[config.mk]
export PLATFORM = sky130hd
export DESIGN_NAME = tdm_tx
export DESIGN_NICKNAME = d
export VERILOG_FILES = /design/src/rtl/tdm_tx_pkg.sv /design/src/rtl/tdm_tx_edge.sv /design/src/rtl/tdm_tx_regs.sv /design/src/rtl/tdm_tx_seq.sv /design/src/rtl/tdm_tx.sv
export SDC_FILE = /design/constraint.sdc
export NUM_CORES = 1
export LEC_CHECK = 0
export BUFFER_PORTS_ARGS = -buffer_cell sky130_fd_sc_hd__buf_2
export CORE_MARGIN = 1
export CORE_UTILIZATION = 30
export CTS_CLUSTER_DIAMETER = 50
export DETAILED_ROUTE_END_ITERATION = 12
export GPL_TIMING_DRIVEN = 0
export MAX_ROUTING_LAYER = met4
export PLACE_DENSITY = 0.52
export RECOVER_POWER = 25
export REMOVE_ABC_BUFFERS = 1
export SYNTH_ARGS = -nofsm -noshare
export SYNTH_HDL_FRONTEND = slang
export SYNTH_SLANG_ARGS = --single-unit
[constraint.sdc]
create_clock -name clk -period 2.2 [get_ports clk]
set_input_delay 0.33 -clock clk [delete_from_list [all_inputs] [get_ports clk]]
set_output_delay 0.33 -clock clk [all_outputs]
set_load 0.02 [all_outputs]
[src/rtl/tdm_tx_pkg.sv]
package tdm_tx_pkg;
  localparam int WORD_W    = 24;
  localparam int MAX_SLOTS = 16;
  localparam int SLOT_W    = $clog2(MAX_SLOTS);
  localparam int FLAG_W    = 2;
  localparam int BIT_W     = $clog2(WORD_W + 1);
  localparam int ADDR_W    = 2;

  localparam logic [ADDR_W-1:0] ADDR_CTRL = 2'd0;
  localparam logic [ADDR_W-1:0] ADDR_MASK = 2'd1;
  localparam logic [ADDR_W-1:0] ADDR_DATA = 2'd2;

  typedef struct packed {
    logic [FLAG_W-1:0] flags;
    logic [SLOT_W-1:0] div;
    logic              pol;
    logic              net;
    logic [1:0]        wl;
  } ctrl_t;

  localparam int CTRL_W = $bits(ctrl_t);

  // number of bits in one slot for a word-length code
  function automatic logic [BIT_W-1:0] wl_bits(input logic [1:0] code);
    case (code)
      2'd0:    return BIT_W'(8);
      2'd1:    return BIT_W'(16);
      default: return BIT_W'(24);
    endcase
  endfunction

  // moves a right-aligned word to the MSB end of the shifter
  function automatic logic [WORD_W-1:0] align_msb(input logic [WORD_W-1:0] w,
                                                  input logic [1:0] code);
    case (code)
      2'd0:    return {w[7:0], 16'h0000};
      2'd1:    return {w[15:0], 8'h00};
      default: return w;
    endcase
  endfunction
endpackage

[src/rtl/tdm_tx_edge.sv]
module tdm_tx_edge (
  input  logic clk,
  input  logic rst_n,
  input  logic bclk,
  input  logic fsync,
  input  logic pol,
  output logic launch_ev,
  output logic capture_ev,
  output logic fs_start
);
  logic bclk_d;
  logic fs_cap;
  logic rise_ev;
  logic fall_ev;

  assign rise_ev    = bclk & ~bclk_d;
  assign fall_ev    = ~bclk & bclk_d;
  assign launch_ev  = pol ? fall_ev : rise_ev;
  assign capture_ev = pol ? rise_ev : fall_ev;
  assign fs_start   = capture_ev & fsync & ~fs_cap;

  always_ff @(posedge clk or negedge rst_n) begin
    if (!rst_n) begin
      bclk_d <= 1'b0;
      fs_cap <= 1'b0;
    end else begin
      bclk_d <= bclk;
      if (capture_ev) fs_cap <= fsync;
    end
  end
endmodule

[src/rtl/tdm_tx_regs.sv]
module tdm_tx_regs
  import tdm_tx_pkg::*;
(
  input  logic                 clk,
  input  logic                 rst_n,
  input  logic                 wr_en,
  input  logic [ADDR_W-1:0]    wr_addr,
  input  logic [WORD_W-1:0]    wr_data,
  input  logic                 slot_load,
  output ctrl_t                ctrl,
  output logic [MAX_SLOTS-1:0] slot_mask,
  output logic [WORD_W-1:0]    hold_word,
  output logic                 hold_full,
  output logic                 underrun
);
  logic wr_ctrl, wr_mask, wr_word;

  assign wr_ctrl = wr_en && (wr_addr == ADDR_CTRL);
  assign wr_mask = wr_en && (wr_addr == ADDR_MASK);
  assign wr_word = wr_en && (wr_addr == ADDR_DATA);

  always_ff @(posedge clk or negedge rst_n) begin
    if (!rst_n) begin
      ctrl      <= '0;
      slot_mask <= '0;
      hold_word <= '0;
      hold_full <= 1'b0;
      underrun  <= 1'b0;
    end else begin
      if (wr_ctrl) ctrl <= ctrl_t'(wr_data[CTRL_W-1:0]);
      if (wr_mask) slot_mask <= wr_data[MAX_SLOTS-1:0];
      if (wr_word) begin
        hold_word <= wr_data;
        hold_full <= 1'b1;
        underrun  <= 1'b0;
      end else begin
        if (slot_load) hold_full <= 1'b0;
        if (slot_load && !hold_full) underrun <= 1'b1;
      end
    end
  end


  underrun_set_chk: assert property (@(posedge clk) disable iff (!rst_n)
    $rose(underrun) |-> $past(slot_load && !hold_full));


  hold_drain_chk: assert property (@(posedge clk) disable iff (!rst_n)
    $fell(hold_full) |-> $past(slot_load));
endmodule

[src/rtl/tdm_tx_seq.sv]
module tdm_tx_seq
  import tdm_tx_pkg::*;
(
  input  logic                 clk,
  input  logic                 rst_n,
  input  logic                 launch_ev,
  input  logic                 fs_start,
  input  logic [1:0]           wl_code,
  input  logic                 net,
  input  logic [SLOT_W-1:0]    div,
  input  logic [FLAG_W-1:0]    flag_cfg,
  input  logic [MAX_SLOTS-1:0] slot_mask,
  input  logic [WORD_W-1:0]    hold_word,
  input  logic                 hold_full,
  output logic                 slot_load,
  output logic                 sdo,
  output logic                 sdo_oe,
  output logic [FLAG_W-1:0]    flags
);
  logic              pend, active;
  logic [SLOT_W-1:0] slot_cnt, last_idx, slot_idx;
  logic [BIT_W-1:0]  bit_cnt, wl_n;
  logic [WORD_W-1:0] shreg, load_word;
  logic last_bit, last_slot, frame_go, next_go, frame_end, slot_go, slot_en;

  always_comb begin
    wl_n      = wl_bits(wl_code);
    last_idx  = net ? div : '0;
    last_bit  = (bit_cnt == wl_n - 1'b1);
    last_slot = (slot_cnt == last_idx);
    frame_go  = launch_ev & pend;
    next_go   = launch_ev & active & ~pend & last_bit & ~last_slot;
    frame_end = launch_ev & active & ~pend & last_bit & last_slot;
    slot_go   = frame_go | next_go;
    slot_idx  = frame_go ? '0 : slot_cnt + 1'b1;
    slot_en   = net ? slot_mask[slot_idx] : 1'b1;
    load_word = hold_full ? align_msb(hold_word, wl_code) : '0;
  end

  assign slot_load = slot_go & slot_en;
  assign sdo       = shreg[WORD_W-1];

  always_ff @(posedge clk or negedge rst_n) begin
    if (!rst_n) begin
      pend     <= 1'b0;
      active   <= 1'b0;
      slot_cnt <= '0;
      bit_cnt  <= '0;
      shreg    <= '0;
      sdo_oe   <= 1'b0;
      flags    <= '0;
    end else begin
      if (fs_start)       pend <= 1'b1;
      else if (launch_ev) pend <= 1'b0;

      if (slot_go) begin
        active   <= 1'b1;
        slot_cnt <= slot_idx;
        bit_cnt  <= '0;
        sdo_oe   <= slot_en;
        shreg    <= slot_en ? load_word : '0;
        flags    <= flag_cfg;
      end else if (frame_end) begin
        active <= 1'b0;
        sdo_oe <= 1'b0;
      end else if (launch_ev && active) begin
        bit_cnt <= bit_cnt + 1'b1;
        shreg   <= shreg << 1;
      end
    end
  end


  first_bit_chk: assert property (@(posedge clk) disable iff (!rst_n)
    $rose(active) |-> (slot_cnt == '0 && bit_cnt == '0));


  flag_edge_chk: assert property (@(posedge clk) disable iff (!rst_n)
    !$stable(flags) |-> $past(launch_ev));


  oe_edge_chk: assert property (@(posedge clk) disable iff (!rst_n)
    !$stable(sdo_oe) |-> $past(launch_ev));


  gap_release_chk: assert property (@(posedge clk) disable iff (!rst_n)
    $fell(active) |-> !sdo_oe);
endmodule

[src/rtl/tdm_tx.sv]
module tdm_tx
  import tdm_tx_pkg::*;
(
  input  logic              clk,
  input  logic              rst_n,
  input  logic              wr_en,
  input  logic [ADDR_W-1:0] wr_addr,
  input  logic [WORD_W-1:0] wr_data,
  input  logic              bclk,
  input  logic              fsync,
  output logic              sdo,
  output logic              sdo_oe,
  output logic [FLAG_W-1:0] flags,
  output logic              underrun
);
  ctrl_t                ctrl;
  logic [MAX_SLOTS-1:0] slot_mask;
  logic [WORD_W-1:0]    hold_word;
  logic                 hold_full;
  logic                 slot_load;
  logic                 launch_ev, capture_ev, fs_start;

  tdm_tx_edge u_edge (
    .clk        (clk),
    .rst_n      (rst_n),
    .bclk       (bclk),
    .fsync      (fsync),
    .pol        (ctrl.pol),
    .launch_ev  (launch_ev),
    .capture_ev (capture_ev),
    .fs_start   (fs_start)
  );

  tdm_tx_regs u_regs (
    .clk       (clk),
    .rst_n     (rst_n),
    .wr_en     (wr_en),
    .wr_addr   (wr_addr),
    .wr_data   (wr_data),
    .slot_load (slot_load),
    .ctrl      (ctrl),
    .slot_mask (slot_mask),
    .hold_word (hold_word),
    .hold_full (hold_full),
    .underrun  (underrun)
  );

  tdm_tx_seq u_seq (
    .clk       (clk),
    .rst_n     (rst_n),
    .launch_ev (launch_ev),
    .fs_start  (fs_start),
    .wl_code   (ctrl.wl),
    .net       (ctrl.net),
    .div       (ctrl.div),
    .flag_cfg  (ctrl.flags),
    .slot_mask (slot_mask),
    .hold_word (hold_word),
    .hold_full (hold_full),
    .slot_load (slot_load),
    .sdo       (sdo),
    .sdo_oe    (sdo_oe),
    .flags     (flags)
  );


  edge_excl_chk: assert property (@(posedge clk) disable iff (!rst_n)
    fs_start |-> !launch_ev);
endmodule

* After elaboration in Yosys (flattened, before gate mapping) *
Index checks and enable logic that the tools add are counted.

storage, ports and cells
  latch bits = 0
  memories kept = 0
  bits in writable memories = 0
  output and inout bits = 5
  ROM bits = 0
  logic and storage cells = 85
  bits in registers = 92

cells by class
  bitwise logic cells = 17
  div/mod/pow operators = 0
  $lt $le $gt $ge = 1
  multiplexer cells = 26
  add/sub/neg operators = 3
  eq/ne operators = 6
  multipliers = 0
  reductions and logical operators = 14
  shift-type cells = 0

operator list
  kind                   count
  $mux W24               5
  $pmux W24 S2           1
  $mux W5                3
  $mux W1                13
  $and A1 B1 Y1          11
  $pmux W5 S2            1
  $reduce_bool A2 Y1     5
  $mux W4                2
  $add A5 B1 Y5 const B  1
  $eq A5 B5 Y1           1
  $logic_and A1 B1 Y1    5
  $lt A4 B5 Y1 const B   1
  $not A1 Y1             5
  $sub A5 B1 Y5 const B  1
  $add A4 B1 Y4 const B  1
  $bmux W1 S4            1
  $eq A2 B1 Y1 const B   2
  $eq A4 B4 Y1           1
  $logic_not A2 Y1       2
  $eq A2 B2 Y1 const B   1
  $ne A2 B2 Y1 const B   1
  $reduce_and A2 Y1      1
  $logic_not A1 Y1       1
  $or A1 B1 Y1           1

* Logic depth before layout (Yosys ltp) *
Gate-level depths: netlist of the first run.

  depth after elaboration = 12
  mapped depth = 11

* By module *
A second synthesis of the first run with hierarchy kept.

unflattened totals
  cell total of the unflattened synthesis = 412
  area total of the unflattened synthesis = 4633.2 sq um

by module, submodules not included
  module       cells each  instances  area each (sq um)
  tdm_tx_seq   283         1          2439.8
  tdm_tx_regs  113         1          2050.7
  tdm_tx_edge  16          1          142.6

* Least setup slack after synthesis of the first run *
Ideal clock, no wire load.

  path kind = reg-to-reg
  start point = register u_seq.slot_cnt[0]
  end point = register u_seq.shreg[1]
  arrival time = 2.035 ns
  path slack = 0.036 ns
  stages on the path, launching flop included = 8
  path through = dfrtp_1 > ha_1 > xor2_1 > and3_1 > o41a_1 > a32oi_4 > buf_6 > o22ai_1

between the ends
  longest elaborated chain between the ends = 7
  elaborated cells between the ends (all ways) = 15
  those cells by class = add/sub (1); eq/ne (2); mux (6); bitwise (4); reduce/logical (2)

RTL lines
  what                           RTL line          source
  from (decl)                    tdm_tx_seq.sv:21  logic [SLOT_W-1:0] slot_cnt, last_idx, slot_idx;
  from (signal assigned)         tdm_tx_seq.sv:58  slot_cnt <= slot_idx;
  $add A4 B1 Y4                  tdm_tx_seq.sv:35  slot_idx = frame_go ? '0 : slot_cnt + 1'b1;
  $mux W4                        tdm_tx_seq.sv:35
  $bmux W1 S4                    tdm_tx_seq.sv:36  slot_en = net ? slot_mask[slot_idx] : 1'b1;
  $mux W1 (implied by the code)  tdm_tx_seq.sv:36
  $mux W1                        tdm_tx_seq.sv:36
  $mux W24                       tdm_tx_seq.sv:61  shreg <= slot_en ? load_word : '0;
  $mux W24                       tdm_tx_seq.sv:56  if (slot_go) begin
  to (signal assigned)           tdm_tx_seq.sv:61
  to (signal assigned)           tdm_tx_seq.sv:68  shreg <= shreg << 1;
  to (decl)                      tdm_tx_seq.sv:23  logic [WORD_W-1:0] shreg, load_word;

Several ways; a longest one is shown, not always the timed one. The select of a mux whose other input is x is not followed.
A chain may end at the register's enable or synchronous reset.

* Worst setup path in the final report of the first run *
  start point = register u_edge.bclk_d
  end point = register u_seq.shreg[22]

between the ends
  longest elaborated chain between the ends = 10
  elaborated cells between the ends (all ways) = 21
  those cells by class = eq/ne (1); mux (7); bitwise (10); reduce/logical (3)

RTL lines
  what                                                            RTL line                                              source
  from (decl)                                                     tdm_tx_edge.sv:11                                     logic bclk_d;
  from (signal assigned)                                          tdm_tx_edge.sv:27                                     bclk_d <= bclk;
  $not A1 Y1                                                      tdm_tx_edge.sv:16                                     assign rise_ev = bclk & ~bclk_d;
  $and A1 B1 Y1                                                   tdm_tx_edge.sv:16
  $mux W1 (*)                                                     tdm_tx_edge.sv:18                                     assign launch_ev = pol ? fall_ev : rise_ev;
  $and A1 B1 Y1 (on tied branches)                                tdm_tx_seq.sv:31, tdm_tx_seq.sv:32, tdm_tx_seq.sv:33
  $mux W4 or $and A1 B1 Y1 (tied branches)                        tdm_tx_seq.sv:35, tdm_tx_seq.sv:32, tdm_tx_seq.sv:33
  $bmux W1 S4 or $and A1 B1 Y1 (tied branches)                    tdm_tx_seq.sv:36, tdm_tx_seq.sv:32, tdm_tx_seq.sv:33
  $mux W1 (implied by the code) or $and A1 B1 Y1 (tied branches)  tdm_tx_seq.sv:36, tdm_tx_seq.sv:32
  $mux W1 or $or A1 B1 Y1 (tied branches)                         tdm_tx_seq.sv:36, tdm_tx_seq.sv:34
  $mux W24 (tied with other cells)                                tdm_tx_seq.sv:61
  $mux W24 or $reduce_and A2 Y1 (tied branches)                   n/a

Mark *: on every way between the ends. The rest lies on a longest branch, timed or not. The select of a mux whose other input is x is not followed.

==> results of run 1 <==
-- cell type report --
class                      count  area (um^2)
tap                          211          264
clock buffer                  13          280
multi-input combinational    287         2510
clock inverter                 3         42.5
inverter                      27          101
timing repair buffer          68          507
fill                        1552         9410
sequential                    92         2320
-- registers in the layout, indices dropped and copies added (netlist names) --
register,count
u_regs.hold_word,24
u_seq.shreg,24
u_regs.slot_mask,16
u_regs.ctrl,10
u_seq.bit_cnt,5
u_seq.slot_cnt,4
u_seq.flags,2
u_edge.bclk_d,1
u_edge.fs_cap,1
u_regs.hold_full,1
u_regs.underrun,1
u_seq.active,1
u_seq.pend,1
u_seq.sdo_oe,1
-- per-layer routing --
metal / global-route usage [%] / routed length, um / vias up / part of all wire (%)
li1: - / - / 1700 / -
met1: 24.4 / 6300 / 1876 / 46
met2: 27.2 / 6360 / 116 / 47
met3: 4.20 / 755 / 23 / 5.5
met4: 5.40 / 238 / 0 / 1.7
met5: - / 0 / - / 0
-- where the power goes --
group,internal [mW],switching (mW)
clock,1.00,0.665
combinational,0.949,1.12
sequential,2.17,0.430
-- through the flow --
step           utilization [%]  worst slack [ns]  cells
6_report                  39.0           -0.0725    701
4_1_cts                   38.1           -0.0404    696
3_3_place_gp              32.8             -1.72    647
5_1_grt                   39.0            -0.140    701
2_1_floorplan                -            -0.664    401
3_5_place_dp              33.1             -1.81    649
-- how the worst max path moves through the flow --
stage,start,endpoint,slack [ns],cells past startpoint
floorplan,u_regs.ctrl[1],u_seq.shreg[7],-0.66,6
global placement,u_regs.ctrl[1],u_seq.shreg[10],-1.72,6
detailed placement,u_regs.ctrl[1],u_seq.shreg[16],-1.81,6
CTS,u_seq.slot_cnt[0],u_seq.shreg[0],-0.04,7
global route,u_edge.bclk_d,u_seq.shreg[22],-0.14,6
finish,u_edge.bclk_d,u_seq.shreg[22],-0.07,6
-- layout by cell type (no fill, tap or decap), types with 3 or more instances in the layout --
cell / instances
o21ai_0: 15
o31ai_2: 6
a21oi_1: 9
a22oi_1: 8
a211oi_1: 21
o21ai_1: 3
nand3_1: 6
nand4_1: 6
dfrtp_2: 7
nand2_1: 21
nand2b_1: 3
dfrtp_1: 83
buf_4: 23
clkbuf_8: 4
mux2i_1: 32
xor2_1: 8
mux2_2: 53
clkbuf_16: 9
buf_6: 7
nor2_1: 20
nand3b_1: 5
inv_1: 27
o31ai_1: 17
buf_2: 34
-- critical path, cell delays in order, from the launching register on --
cell	delay, ns
dfrtp_2	0.45
nand4bb_4	0.35
and3_4	0.22
o41a_1	0.53
a32oi_4	0.32
buf_6	0.18
o31ai_1	0.06
-- kinds of logic (layout without fill, tap and decap cells) --
group,count (synthesis),after routing,synth area share [%]
AOI/OAI and AO/OA,102,105,15.3
and+or+nand+nor,80,82,8.79
xor gates and xnor gates,12,12,2.35
muxes,86,86,19.4
buffers and inverters,58,111,5.69
adders and majority gates,2,2,0.522
DFF,92,92,48.0
-- repair_timing --
action | in CTS | in global routing
resized for setup | 40 | 19
gates cloned | 5 | 0
endpoints found under the setup margin | 39 | 27
hold buffers | 1 | 0
buffers inserted | 25 | 4
endpoints found under the hold margin | 30 | 0
pin swaps | 19 | 7
==> impl_metrics.tcl, run 1 <==
set metrics [dict create \
    status "complete, but fails checks" \
    failed_checks "negative setup slack" \
    drc_errors 0 \
    synthCells 432 \
    grt_pass1_vias 3627 \
    ys_types 53 \
    setup_viol 24 \
    maxSlewHeadroom_pct 36.2 \
    rrSetupSlack_ns -0.07 \
    min_path_cells 1 \
    r2r_start "u_edge.bclk_d" \
    firstDrtPassIters 5 \
    fp-row-count 45 \
    yosysMostFrequentCell "dfrtp_1" \
    grt_use_total_pct 18.2 \
    fin_setup_tns_ns -0.919 \
    design_area_um2 6020 \
    finalCritPeriodShare_pct 103 \
    hold_viol 0 \
    synth_area_um2 4790 \
    worstHoldStart "bclk" \
    async_reset_ff_share_pct 100 \
    ys_top_cells_by_area "dfrtp_1, mux2_2, mux2i_1" \
    nNetsFinal 518 \
    cts_num_sinks 92 \
    dpl_cell_area_um2 5110 \
    synth-main-ff-cell "dfrtp_1" \
    drtAntennaViolNets 0 \
    coreArea_um2 15400 \
    first_iter_violations 239 \
    max-vdd-ir-drop_mv 0.478 \
    required_ns 2.41 \
    fmax_ghz 0.440 \
    dieArea_um2 16500 \
    rsz0062_at_grt "true" \
    arrival_ns 2.48 \
    setup_slack_ns -0.0725 \
    start_util_pct 31.1 \
    root_buffer "clkbuf_16" \
    synth_top_area_share_pct 48.0 \
    vias_per_cell 5.30 \
    end_kind "flip-flop" \
    num_vias 3715 \
    die_h_um 128 \
    ioPinCount 36 \
    insertion_delay_ns 0.35 \
    crit_type "flip-flop to flip-flop" \
    fin_crit_ns 2.27 \
    htreeDepth 3 \
    overflow 0 \
    hold_ws_ns 0.182 \
    p_per_area_nw_per_um2 1050 \
    portBuffers 35 \
    synth_seq_cells 92 \
    fin_worst_skew_ns 0.00867 \
    seq_area_frac_synth_pct 48.0 \
    gp_congestion 0.788 \
    p_leak_nw 2.53 \
    clkSlewWorstSetupHoldPaths_ns 0.07 \
    syn_avg_cell_area_um2 11.1 \
    maxCapViolCount 0 \
    ys_top_cells_by_count "dfrtp_1, mux2_2, mux2i_1" \
    dp_hpwl_um 7420 \
    grt_max_degree 63 \
    slew_violations 0 \
    cp_max_fo 8 \
    grt_pass1_wl_um 21700 \
    wl_um 13700 \
    r2r_end "u_seq.shreg[22]" \
    yosys.area.top_type "dfrtp_1" \
    hold_path_class "input port to flip-flop" \
    fp.dieW_um 128 \
    avgRoutedWirePerCell_um 19.5 \
    tritoncts "done" \
    synth-edff-count 0 \
    clockBufferDepth 2 \
    drive_gt1_share_pct 38.0 \
    yosysWarnings 0 \
    area_growth_pct 25.5 \
    rr_worst_depth 6 \
    cts_inserted_buffers 9 \
    antenna_found_initial 0 \
    power_mw 6.34 \
    hold_end "u_edge.bclk_d" \
    antenna_cells 0 \
    worst_slew_pin_slew_ns 0.955 \
    startpoint_type "flip-flop" \
]
No activity file was read; power rests on OpenSTA's default activity.
==> inputs of run 2 (changes only) <==
PLACE_DENSITY = 0.51   (was 0.52)
clock period = 2.28 ns   (was 2.2 ns; I/O delays follow)
==> impl_metrics.tcl, run 2 (same netlist as run 1, synthesis figures left out) <==
set metrics [dict create \
    status "completed" \
    grt_pass1_vias 3726 \
    hold_end "u_edge.bclk_d" \
    arrival_ns 2.47 \
    min_path_cells 1 \
    wl_um 14300 \
    dieArea_um2 16500 \
    setup_slack_ns 0.0179 \
    setup_viol 0 \
    clockBufferDepth 2 \
    final_common_cell "dfrtp_1" \
    rsz0062_at_grt "true" \
    fmax_ghz 0.442 \
    area_growth_pct 28.5 \
    portBuffers 35 \
    nNetsFinal 531 \
    cp_max_fo 7 \
    antenna_cells 0 \
    clkSlewWorstSetupHoldPaths_ns 0.07 \
    insertion_delay_ns 0.35 \
    use_met1_pct 24.5 \
    gp_congestion 0.903 \
    r2r_start "u_seq.slot_cnt[0]" \
    htreeDepth 3 \
    overflow 0 \
    start_util_pct 31.1 \
    firstDrtPassIters 5 \
    end_kind "flip-flop" \
    coreArea_um2 15400 \
    grt_use_total_pct 18.5 \
    antenna_found_initial 0 \
    post-route-util_pct 39.9 \
    p_per_area_nw_per_um2 1020 \
    layout_common_cells "dfrtp_1, mux2_2, buf_2, mux2i_1, buf_4" \
    finalCritPeriodShare_pct 99.2 \
    root_buffer "clkbuf_16" \
    hold_viol 0 \
    r2r_end "u_seq.shreg[13]" \
    hold_path_class "input port to flip-flop" \
    avgRoutedWirePerCell_um 20.1 \
    grt_pass1_wl_um 21900 \
    die_h_um 128 \
    rr_worst_depth 8 \
    fin_crit_ns 2.26 \
    tritoncts "done" \
    vias_per_cell 5.37 \
    power_mw 6.30 \
    cts_num_sinks 92 \
    drc_errors 0 \
    crit_type "flip-flop to flip-flop" \
    fin_worst_skew_ns 0.00873 \
    postCtsHoldBufs 0 \
    slew_violations 0 \
    dp_hpwl_um 7670 \
    maxSlewHeadroom_pct 21.3 \
    maxCapViolCount 0 \
    place_ws_ns -1.82 \
    p_leak_nw 2.58 \
    grtUsageMet2_pct 27.0 \
    required_ns 2.49 \
    max-vdd-ir-drop_mv 0.479 \
    cts_inserted_buffers 9 \
    worstHoldStart "bclk" \
    grt_max_degree 50 \
    worst_slew_pin_slew_ns 1.18 \
    startpoint_type "flip-flop" \
    rrSetupSlack_ns 0.02 \
    drtAntennaViolNets 0 \
    drive_gt1_share_pct 39.8 \
    grt-busiest-layer "met2" \
    first_iter_violations 231 \
    ioPinCount 36 \
    fp.dieW_um 128 \
    num_vias 3836 \
    startpoint "u_seq.slot_cnt[0]" \
    fp-row-count 45 \
    largest_registers "u_regs.hold_word (24), u_seq.shreg (24), u_regs.slot_mask (16)" \
    grtUsageMet3_pct 4.78 \
]
## run 2: cell count changes in the layout (fill, tap and decap cells not counted), sizes merged
cell,before,now
buf,67,78
a32oi,3,4
bufinv,1,2
dlygate4sd3,1,0
o221a,2,3
## run 2: repair_timing
item / CTS / global route
gates resized for setup: 38 / 32
setup endpoints to repair: 39 / 28
gates cloned: 6 / 1
pin swaps: 15 / 13
buffers inserted: 26 / 15
## run 2: power breakdown
part / leakage, nW / switching, mW / internal, mW
registers: 1.11 / 0.419 / 2.09
clock network: 0.153 / 0.642 / 0.990
logic: 1.32 / 1.16 / 0.991
## run 2: worst max-delay path by stage
stage | slack, ns | end
after floorplan | -0.58 | u_seq.shreg[7]
after global placement | -1.74 | u_seq.shreg[11]
after detailed placement | -1.82 | u_seq.shreg[11]
after CTS | -0.0004 | u_seq.shreg[19]
after global routing | -0.05 | u_seq.shreg[11]
final | 0.02 | u_seq.shreg[13]
## run 2: per-layer routing
| layer | up-vias | wire, um |
|---|---|---|
| li1 | 1730 | - |
| met1 | 1919 | 6470 |
| met2 | 151 | 6510 |
| met3 | 36 | 920 |
| met4 | 0 | 420 |
| met5 | - | 0 |
## run 2: area by class of cell
cell class | count | area, um^2
clock buffers | 12 | 246
inverters | 27 | 101
clock inverters | 4 | 72.6
multi-input cells | 289 | 2560
repair buffers | 79 | 596
flip-flops and latches | 92 | 2310
fillers | 1539 | 9270
well taps | 211 | 264
## run 2: through the flow
| step | hold WS, ns | cells | TNS [ns] | area, um^2 |
|---|---|---|---|---|
| 5_1_grt | 0.202 | 714 | -0.575 | 6160 |
| 3_3_place_gp | 0.454 | 647 | -72.18 | 5060 |
| 3_5_place_dp | 0.391 | 649 | -61.99 | 5110 |
| 6_report | 0.202 | 714 | 0 | 6160 |
| 4_1_cts | 0.0325 | 697 | -0.000435 | 5890 |
| 2_1_floorplan | 0.0464 | 401 | -16.96 | 4620 |
## run 2: critical path, cell delays in order (launching register included)
cell,delay (ns)
dfrtp_2,0.49
buf_6,0.15
nor2_4,0.08
nand4_1,0.15
a32o_4,0.43
a21o_4,0.27
a32oi_4,0.29
buf_6,0.18
o31ai_1,0.08
